`config.mk`:
```
export PLATFORM = sky130hd
export DESIGN_NAME = iwc_top
export DESIGN_NICKNAME = d
export VERILOG_FILES = /design/src/rtl/iwc_pkg.sv /design/src/rtl/iwc_arbiter.sv /design/src/rtl/iwc_ack_decide.sv /design/src/rtl/iwc_stab_timer.sv /design/src/rtl/iwc_top.sv
export SDC_FILE = /design/constraint.sdc
export NUM_CORES = 1
export LEC_CHECK = 0
export ABC_AREA = 1
export CAP_MARGIN = 15
export CELL_PAD_IN_SITES_DETAIL_PLACEMENT = 1
export CELL_PAD_IN_SITES_GLOBAL_PLACEMENT = 1
export CORE_MARGIN = 3
export CORE_UTILIZATION = 38
export CTS_BUF_LIST = sky130_fd_sc_hd__clkbuf_4 sky130_fd_sc_hd__clkbuf_8 sky130_fd_sc_hd__clkbuf_16
export CTS_CLUSTER_SIZE = 12
export DETAILED_ROUTE_END_ITERATION = 6
export PLACE_DENSITY_LB_ADDON = 0.1
export SETUP_SLACK_MARGIN = 0.15
export SLEW_MARGIN = 20
export SYNTH_ARGS = -nofsm -noshare
export SYNTH_HDL_FRONTEND = slang
export SYNTH_SLANG_ARGS = --single-unit
export TNS_END_PERCENT = 30
```
`constraint.sdc`:
```
create_clock -name clk -period 13.58 [get_ports clk]
set_clock_uncertainty 0.1 [all_clocks]
set_input_delay 2.716 -clock clk [delete_from_list [all_inputs] [get_ports clk]]
set_output_delay 2.716 -clock clk [all_outputs]
set_load 0.01 [all_outputs]
```
`src/rtl/iwc_pkg.sv`:
```
package iwc_pkg;

  localparam int SEL_W = 3;

  typedef enum logic [1:0] {
    ST_RUN  = 2'd0,
    ST_IDLE = 2'd1,
    ST_STAB = 2'd2
  } iwc_state_e;

  // Select code to extra exponent: codes 0..4 direct, the rest fall back to 3.
  function automatic logic [2:0] sel_to_shift(input logic [SEL_W-1:0] code);
    if (code <= 3'd4) return code;
    else              return 3'd3;
  endfunction

endpackage

```
`src/rtl/iwc_arbiter.sv`:
```
module iwc_arbiter #(
  parameter int NUM_IRQ = 8,
  parameter int PRIO_W  = 3,
  parameter int ID_W    = 3
) (
  input  logic [NUM_IRQ-1:0]        req,
  input  logic [NUM_IRQ-1:0]        mask,
  input  logic [NUM_IRQ*PRIO_W-1:0] prio,
  output logic                      any_o,
  output logic [ID_W-1:0]           id_o,
  output logic [PRIO_W-1:0]         prio_o
);

  logic [NUM_IRQ-1:0] live;
  logic [PRIO_W-1:0]  prio_arr [NUM_IRQ];

  for (genvar g = 0; g < NUM_IRQ; g++) begin : g_unpack
    assign live[g]     = req[g] & ~mask[g];
    assign prio_arr[g] = prio[g*PRIO_W +: PRIO_W];
  end

  // Strict compare keeps the lower index on equal priority.
  always_comb begin
    any_o  = 1'b0;
    id_o   = '0;
    prio_o = '1;
    for (int i = 0; i < NUM_IRQ; i++) begin
      if (live[i] && (!any_o || (prio_arr[i] < prio_o))) begin
        any_o  = 1'b1;
        id_o   = ID_W'(i);
        prio_o = prio_arr[i];
      end
    end
  end

endmodule

```
`src/rtl/iwc_ack_decide.sv`:
```
module iwc_ack_decide #(
  parameter int PRIO_W = 3
) (
  input  logic              nmi,
  input  logic              any_mask,
  input  logic [PRIO_W-1:0] win_prio,
  input  logic              int_enable,
  input  logic              svc_active,
  input  logic [PRIO_W-1:0] svc_prio,
  output logic              take_o,
  output logic              held_o
);

  logic outranks;

  assign outranks = !svc_active || (win_prio < svc_prio);

  always_comb begin
    if (nmi) begin
      take_o = 1'b1;
      held_o = 1'b0;
    end else begin
      take_o = any_mask && int_enable && outranks;
      held_o = any_mask && !(int_enable && outranks);
    end
  end

endmodule

```
`src/rtl/iwc_stab_timer.sv`:
```
module iwc_stab_timer
  import iwc_pkg::*;
#(
  parameter int               BASE_EXP = 13,
  parameter logic [SEL_W-1:0] DEF_SEL  = 3'd3,
  localparam int              CNT_W    = BASE_EXP + 5
) (
  input  logic             clk,
  input  logic             rst,
  input  logic             sel_we,
  input  logic [SEL_W-1:0] sel_wdata,
  input  logic             start,
  input  logic             active,
  output logic             expire_o,
  output logic [CNT_W-1:0] cnt_o
);

  logic [SEL_W-1:0] sel_q;
  logic [2:0]       shift_q;
  logic [CNT_W-1:0] cnt_q;
  logic [CNT_W-1:0] last_val;

  always_ff @(posedge clk) begin
    if (rst)         sel_q <= DEF_SEL;
    else if (sel_we) sel_q <= sel_wdata;
  end

  // Length is frozen at start so later writes cannot disturb a running count.
  always_ff @(posedge clk) begin
    if (rst) begin
      shift_q <= sel_to_shift(DEF_SEL);
      cnt_q   <= '0;
    end else if (start) begin
      shift_q <= sel_to_shift(sel_q);
      cnt_q   <= '0;
    end else if (active && !expire_o) begin
      cnt_q   <= cnt_q + 1'b1;
    end
  end

  assign last_val = (CNT_W'(1) << (BASE_EXP + int'(shift_q))) - CNT_W'(1);
  assign expire_o = active && (cnt_q == last_val);
  assign cnt_o    = cnt_q;

endmodule

```
`src/rtl/iwc_top.sv`:
```
module iwc_top
  import iwc_pkg::*;
#(
  parameter int               NUM_IRQ  = 8,
  parameter int               PRIO_W   = 3,
  parameter int               BASE_EXP = 13,
  parameter logic [SEL_W-1:0] DEF_SEL  = 3'd3,
  localparam int              ID_W     = (NUM_IRQ > 1) ? $clog2(NUM_IRQ) : 1,
  localparam int              CNT_W    = BASE_EXP + 5
) (
  input  logic                      clk,
  input  logic                      rst,
  input  logic                      idle_req,
  input  logic                      nmi_req,
  input  logic [NUM_IRQ-1:0]        irq_req,
  input  logic [NUM_IRQ-1:0]        irq_mask,
  input  logic [NUM_IRQ*PRIO_W-1:0] irq_prio,
  input  logic                      int_enable,
  input  logic                      svc_active,
  input  logic [PRIO_W-1:0]         svc_prio,
  input  logic                      sel_we,
  input  logic [SEL_W-1:0]          sel_wdata,
  output logic                      run_o,
  output logic                      done_o,
  output logic                      ack_o,
  output logic                      ack_nmi_o,
  output logic [ID_W-1:0]           win_id_o,
  output logic                      resume_next_o,
  output logic                      held_o
);

  iwc_state_e        state_q, state_n;
  logic              any_mask;
  logic [ID_W-1:0]   win_id;
  logic [PRIO_W-1:0] win_prio;
  logic              take, held;
  logic              wake, start, expire;
  logic [CNT_W-1:0]  stab_cnt;

  logic              cap_take, cap_nmi, cap_held;
  logic [ID_W-1:0]   cap_id;

  iwc_arbiter #(
    .NUM_IRQ (NUM_IRQ),
    .PRIO_W  (PRIO_W),
    .ID_W    (ID_W)
  ) u_arb (
    .req    (irq_req),
    .mask   (irq_mask),
    .prio   (irq_prio),
    .any_o  (any_mask),
    .id_o   (win_id),
    .prio_o (win_prio)
  );

  iwc_ack_decide #(
    .PRIO_W (PRIO_W)
  ) u_dec (
    .nmi        (nmi_req),
    .any_mask   (any_mask),
    .win_prio   (win_prio),
    .int_enable (int_enable),
    .svc_active (svc_active),
    .svc_prio   (svc_prio),
    .take_o     (take),
    .held_o     (held)
  );

  iwc_stab_timer #(
    .BASE_EXP (BASE_EXP),
    .DEF_SEL  (DEF_SEL)
  ) u_tmr (
    .clk       (clk),
    .rst       (rst),
    .sel_we    (sel_we),
    .sel_wdata (sel_wdata),
    .start     (start),
    .active    (state_q == ST_STAB),
    .expire_o  (expire),
    .cnt_o     (stab_cnt)
  );

  assign wake  = nmi_req | any_mask;
  assign start = (state_q == ST_IDLE) && wake;

  always_comb begin
    state_n = state_q;
    unique case (state_q)
      ST_RUN:  if (idle_req) state_n = ST_IDLE;
      ST_IDLE: if (wake)     state_n = ST_STAB;
      ST_STAB: if (expire)   state_n = ST_RUN;
      default:               state_n = ST_RUN;
    endcase
  end

  always_ff @(posedge clk) begin
    if (rst) begin
      state_q <= ST_RUN;
      run_o   <= 1'b1;
    end else begin
      state_q <= state_n;
      run_o   <= (state_n == ST_RUN);
    end
  end

  // Decision is taken from the sources present at the wake edge only.
  always_ff @(posedge clk) begin
    if (rst) begin
      cap_take <= 1'b0;
      cap_nmi  <= 1'b0;
      cap_held <= 1'b0;
      cap_id   <= '0;
    end else if (start) begin
      cap_take <= take;
      cap_nmi  <= nmi_req;
      cap_held <= held;
      cap_id   <= nmi_req ? '0 : win_id;
    end
  end

  always_ff @(posedge clk) begin
    if (rst || !expire) begin
      done_o        <= 1'b0;
      ack_o         <= 1'b0;
      ack_nmi_o     <= 1'b0;
      win_id_o      <= '0;
      resume_next_o <= 1'b0;
      held_o        <= 1'b0;
    end else begin
      done_o        <= 1'b1;
      ack_o         <= cap_take;
      ack_nmi_o     <= cap_nmi;
      win_id_o      <= cap_id;
      resume_next_o <= !cap_take;
      held_o        <= cap_held;
    end
  end

endmodule

```
# After elaboration in Yosys (flattened, before gate mapping)
# Index checks and enable logic that the tools add are counted.
# word_totals
input_bits	53
wordCells	117
output_inout_bits	9
ff_bits	41
# op_classes
addsub	3
shift	1
bitwise_logic	17
order_cmp	9
reduce_logical	37
muxes	32
n_eq_ne	3
# op_table
op	count
3-bit 2-to-1 mux	14
1-bit by 32-bit left shift with 18-bit output (first input constant)	1
3-bit < comparator	8
18-bit by 1-bit adder with 18-bit output (second input constant)	1
18-bit equality test	1
18-bit by 2-bit subtractor with 18-bit output (second input constant)	1
1-bit logical AND	14
1-bit 2-to-1 mux	12
1-bit logical NOT	11
2-bit 2-to-1 mux	5
1-bit logical OR	9
1-bit AND	8
1-bit inverter	8
2-bit case mux with 3 select lines	1
4-bit by 3-bit adder with 5-bit output (first input constant)	1
2-bit logical NOT	2
3-bit <= comparator (second input constant)	1
2-bit by 1-bit equality test with 1-bit output (second input constant)	1
2-bit equality test (second input constant)	1
2-bit OR reduction	1
1-bit bitwise OR	1

# Longest topological paths before layout
# logic_depth
ltp_word	37
depth_mapped	75
mapped_depth_nobuf	75

# By module
# Synthesis repeated with hierarchy kept, for this count alone.
# hier_totals
cells_unflattened	641
hier_area_um2	3824.9
# modules_own_cells
module	area_per_inst_um2	n_inst	cells_per_inst	seq_area_each_um2
iwc_stab_timer	2102.0	1	339	480.5
iwc_arbiter	994.7	1	199	0.0
iwc_top	630.6	1	84	340.3
iwc_ack_decide	97.6	1	19	0.0

# Least setup slack after synthesis
# OpenSTA, ideal clock, no wires.
# synth_timing
kind	input -> register
startpoint	input port irq_mask[0]
endpoint	register cap_held
t_arrival_ns	9.232
required_ns	13.365
setup_ns	0.115
stages	61
path_buffers	0
slack_ns	4.134
path_cell_list	inv_2 nand2_2 nor2_1 ha_1 inv_1 a21oi_1 nand2_1 nand2_1 nand2_2 nand2_2 o21ai_0 ha_1 nand2_1 inv_2 nand2_1 nand2_1 nand2_2 nand2_2 (+25 left out) nand2_1 nand2_2 nand2_4 o21ai_0 ha_1 a21oi_1 nand2_1 nand2_2 nand2_4 nor2_1 a21oi_1 ha_1 a21oi_1 nand2_1 nand2_1 nand2_1 nand3_1 nand2_1
# synth_between
elab_chain_len	37
word_cells_on_any_way	54
# synth_lines
element	line	text
start: declaration	iwc_top.sv:16	input logic [NUM_IRQ-1:0] irq_mask,
1-bit inverter *	iwc_arbiter.sv:18	assign live[g] = req[g] & ~mask[g];
1-bit AND *	iwc_arbiter.sv:18	
3-bit 2-to-1 mux / 1-bit 2-to-1 mux (equally long branches)	iwc_arbiter.sv:28	if (live[i] && (!any_o || (prio_arr[i] < prio_o))) begin
3-bit < comparator / 1-bit logical NOT (equally long branches)	iwc_arbiter.sv:28	
1-bit logical OR	iwc_arbiter.sv:28	
1-bit logical AND	iwc_arbiter.sv:28	
3-bit 2-to-1 mux / 1-bit 2-to-1 mux (equally long branches)	iwc_arbiter.sv:28	
3-bit < comparator / 1-bit logical NOT (equally long branches)	iwc_arbiter.sv:28	
(+21 left out)	n/a	
1-bit logical AND	iwc_arbiter.sv:28	
3-bit 2-to-1 mux	iwc_arbiter.sv:28	
3-bit < comparator	iwc_ack_decide.sv:16	assign outranks = !svc_active || (win_prio < svc_prio);
1-bit logical OR	iwc_ack_decide.sv:16	
1-bit logical AND	iwc_ack_decide.sv:24	held_o = any_mask && !(int_enable && outranks);
1-bit logical NOT	iwc_ack_decide.sv:24	
1-bit logical AND	iwc_ack_decide.sv:24	
1-bit 2-to-1 mux	iwc_ack_decide.sv:19	if (nmi) begin
end signal: assignment	iwc_top.sv:116	cap_held <= held;
end: declaration	iwc_top.sv:40	logic cap_take, cap_nmi, cap_held;
# Every way passes the cells marked *; elsewhere a longest branch is shown, timed or not.
# A chain may end at the register's enable or synchronous reset.

# Worst setup path in the final report
# layout_timing
startpoint	input port irq_req[0]
endpoint	register cap_held
# layout_between
elab_chain_len	36
word_cells_on_any_way	53
# layout_lines
element	line	text
start: declaration	iwc_top.sv:15	input logic [NUM_IRQ-1:0] irq_req,
1-bit AND *	iwc_arbiter.sv:18	
3-bit 2-to-1 mux / 1-bit 2-to-1 mux (equally long branches)	iwc_arbiter.sv:28	
3-bit < comparator / 1-bit logical NOT (equally long branches)	iwc_arbiter.sv:28	
1-bit logical OR	iwc_arbiter.sv:28	
1-bit logical AND	iwc_arbiter.sv:28	
3-bit 2-to-1 mux / 1-bit 2-to-1 mux (equally long branches)	iwc_arbiter.sv:28	
3-bit < comparator / 1-bit logical NOT (equally long branches)	iwc_arbiter.sv:28	
1-bit logical OR	iwc_arbiter.sv:28	
(+20 left out)	n/a	
1-bit logical AND	iwc_arbiter.sv:28	
3-bit 2-to-1 mux	iwc_arbiter.sv:28	
3-bit < comparator	iwc_ack_decide.sv:16	
1-bit logical OR	iwc_ack_decide.sv:16	
1-bit logical AND	iwc_ack_decide.sv:24	
1-bit logical NOT	iwc_ack_decide.sv:24	
1-bit logical AND	iwc_ack_decide.sv:24	
1-bit 2-to-1 mux	iwc_ack_decide.sv:19	
# Marks and branches as above.

==> impl.org <==
** Outcome
- Result of the run :: complete, no violations

** Die
- The floorplan step defined a core boundary enclosing 6980 um^2.
- In this run the count of I/O pins placed on the die edge is 62.
- Cell row count :: 30
- Die outline height :: 92.1 um
- Die area :: roughly 8500 um^2
- Floorplan die width :: 92.1 um
- The initial utilization of the core area, before any placement, comes to roughly 40%.

** Setup path
- The worst register-to-register path begins at u_tmr.shift_q[1].
- Critical setup path kind :: in -> reg
- In this run the critical register-to-register path is captured at u_tmr.cnt_o[12].
- The most numerous cell type found on the critical path is sky130_fd_sc_hd__nand2_1.
- At the worst endpoint, the required time is 13.68 ns.
- Critical Path Start Type :: primary input
- STA classifies the critical path endpoint as a flip-flop.
- Reg-to-reg slack, setup :: 9.80 ns
- In this design, the stage delay of the slowest critical-path cell is 0.51 ns.
- Among all stages on the critical path, the largest delay is contributed by sky130_fd_sc_hd__clkdlybuf4s50_1.
- Number of cell instances on the worst register-to-register path :: 19
- Data on the critical path arrives at its endpoint at about 11 ns.
- Crit Path Max Fanout :: 8

** Yosys
- Netlist area before placement :: 2810 um^2
- Post-synthesis cell type count :: 32
- The number of nets handed over by synthesis was between 500 and 600.
- Counting every instance in the synthesized netlist gives 450.
- Average instance area after synthesis :: 6.25 um^2
- Yosys reg bits :: 41
- The Yosys step of the flow raised 0 warnings.
- Sequential fraction of the synthesis area :: around 29%

** CTS
- After clock tree synthesis, the flow added hold-fix buffers numbering 0.
- The clock tree synthesis step divided the H-tree into 2 levels.
- TritonCTS built the clock tree.
- The root buffer cell chosen for the clock tree is sky130_fd_sc_hd__clkbuf_8.
- In this run, post-CTS repair resized a total of 0 instances.
- Count of clock tree sinks :: 41
- The later pin in the worst-skew pair is clocked with a latency of 0.30 ns.
- Number of buffers on the longest clock path :: 2
- Once the clock tree was built, the setup fixing pass inserted 0 buffers.
- Clock-pin slew was measured on the worst setup and hold paths at 0.10 ns.
- Clock buffer count from CTS :: 5

** Route
- The routed layout has between 3k and 4k vias.
- Remaining antenna violation count :: 0
- First-iteration detailed-routing DRC count :: 54
- Wires add up to 8100 um.
- The first detailed-routing pass ran for 4 iterations.
- In the routed layout, each cell is associated on average with a via count of just under 5.
- Average wire per standard cell :: 13.2 um
- DRC :: 0

** Final layout
- Layout-stage area growth over the synthesis result :: 29.7%
- Final net count :: 583
- The finished cells cover ~3600 um^2.
- The top cell types in the final layout, fill and taps aside, are sky130_fd_sc_hd__nand2_1 (94), sky130_fd_sc_hd__inv_1 (82), sky130_fd_sc_hd__clkdlybuf4s50_1 (61).
- N_diodes :: 0
- Fraction of layout instances using a drive strength above 1 :: under 10%
- Post-layout instance count excluding filler cells :: between 600 and 700
- Leaving out fill and tap cells, the most frequent cell in the layout is sky130_fd_sc_hd__nand2_1.
- Once layout is complete, the utilization of the core stands at 52.3%.

** Timing
- Final max-slew violation count :: 0
- Share of the clock period used by the worst path after layout :: 78.9%
- Adding up every negative setup slack in the final design gives 0 ns.
- At the pin with the least slew margin, the transition time is 0.984 ns.
- Final worst slack :: around 2.9 ns
- Setup violations remaining at the end of the flow were counted as 0.
- Number of hold violations in the final report :: 0
- Hold is met by 0.346 ns.
- Setup repair after global routing left no endpoint under its margin.
- Headroom to the max-slew limit came out at 34.2%.
- The clock period could shrink to 10.71 ns.
- Timing would allow up to approximately 93 MHz.

** Power
- Psw :: 101 uW
- Power Internal :: 216 uW
- Part of the total power dissipated in the clock network :: approximately a third
- The analysis attributes to cell leakage a power of about 1.7 nW.
- Sequential cells account for roughly two fifths of the total power.
- Of the total power, combinational logic draws between 20% and 30%.
- Sw Share :: 31.8%
- Total Power Consumption :: approximately 320 uW
- For this design the ratio of total power to cell area is 86.8 nW/um^2.
- Worst vdd rail ir drop :: 0.0000689 V

** Min path
- The startpoint identified for the worst hold timing path is cap_take.
- Class of the tightest hold or removal check :: reg -> reg
- The path with the worst hold slack has its endpoint at ack_o.
- Counting instances, the worst hold path has a depth of 2.

** Run
- # Max-Cap Violations :: 0

** Place
- Place WS :: 2.54 ns
- Buffers placed on the I/O ports in this run total 61.
- Dpl cells :: 604
- After legalization and detailed placement, the total HPWL measured about 6600 um.
- Post-place instance area :: 3530 um^2
- Final weighted congestion in routability-driven placement :: between 0.8 and 0.9

** Global route
- Aggregate global routing overflow :: 0
- The via count of the first global-routing pass was 3141.
- The first global-routing pass estimated 13800 um of wire.
- Overall global routing resource usage :: 19.6%
- Number of antenna violations at the first check in global routing :: 0
- Entering global routing, the biggest net connects 15 pins.
metal layers:
metal / vias up / track usage [%] / part of all wire [%]
li1: 1561 / - / -
met1: 1397 / 22.3 / 45
met2: 52 / 37.4 / 50
met3: 13 / 4.02 / 3.9
met4: 0 / 4.08 / 1.8
met5: - / 0 / 0
synth_stat cells, drive strengths merged:
cell	instances	area share, %
nand3	39	7.5
o22ai	1	0.22
nor4	4	0.89
nand4	5	1.1
a31oi	1	0.22
dfxtp	41	29
clkinv	4	0.53
o2bb2ai	1	0.31
o21ai	31	5.5
nor3b	2	0.53
or2	1	0.22
xor2	2	0.62
clkbuf	3	0.40
o21a	3	0.80
and2	1	0.27
nand2	112	18
or4	1	0.27
a2111oi	1	0.31
nor3	9	1.6
and3	1	0.22
nor2	51	7.0
inv	86	11
a21boi	1	0.27
a211oi	1	0.27
a21oi	33	5.9
ha	15	6.7
power groups by stage:
stage / logic (mW) / registers (mW) / clock network [mW]
final: 0.0887 / 0.125 / 0.103
after global routing: 0.101 / 0.125 / 0.111
after CTS: 0.0898 / 0.125 / 0.104
after detailed placement: 0.0884 / 0.128 / 0
after global placement: 0.0846 / 0.128 / 0
after floorplan: 0.0565 / 0.127 / 0
flip-flops by register name (all words and copies together) (netlist names), 2 cells and up:
name           count
u_tmr.shift_q      3
win_id_o           3
u_tmr.sel_q        3
u_tmr.cnt_o       18
cap_id             3
state_q            2
layout make-up:
class                   instances  area (um^2)
fillers                       973         3330
multi-input cells             316         1640
repair buffers                 61          611
clock buffers                   5         68.8
well taps                      96          120
clock inverters                 3         46.3
flip-flops and latches         41          821
inverters                      90          338
critical path: cells and delay by family:
kind	cells	cell delay (ns)
adder cells (fa/ha/maj)	8	2.33
AO/OA/AOI/OAI	11	2.18
buffers and inverters	6	0.71
AND/OR/NAND/NOR	38	2.86
how the worst max path moves through the flow:
stage / slack, ns / from / to
after floorplan: 4.13 / irq_mask[0] / cap_held
after global placement: 2.90 / irq_req[0] / cap_held
after detailed placement: 2.54 / irq_req[0] / cap_held
after CTS: 2.80 / irq_req[0] / cap_held
after global routing: 1.78 / irq_req[0] / cap_held
final: 2.87 / irq_req[0] / cap_held
cell families (layout without fill, tap and decap cells):
group                      after synthesis  after routing  synth area share [%]
and+or+nand+nor                        226            226                  37.4
buffers and inverters                   93            159                  12.4
AOI/OAI and AO/OA                       73             73                  13.8
DFF                                     41             41                  29.2
adders and majority gates               15             15                  6.67
xor gates and xnor gates                 2              2                 0.623
Note: power is estimated with default switching activity, not from simulation.
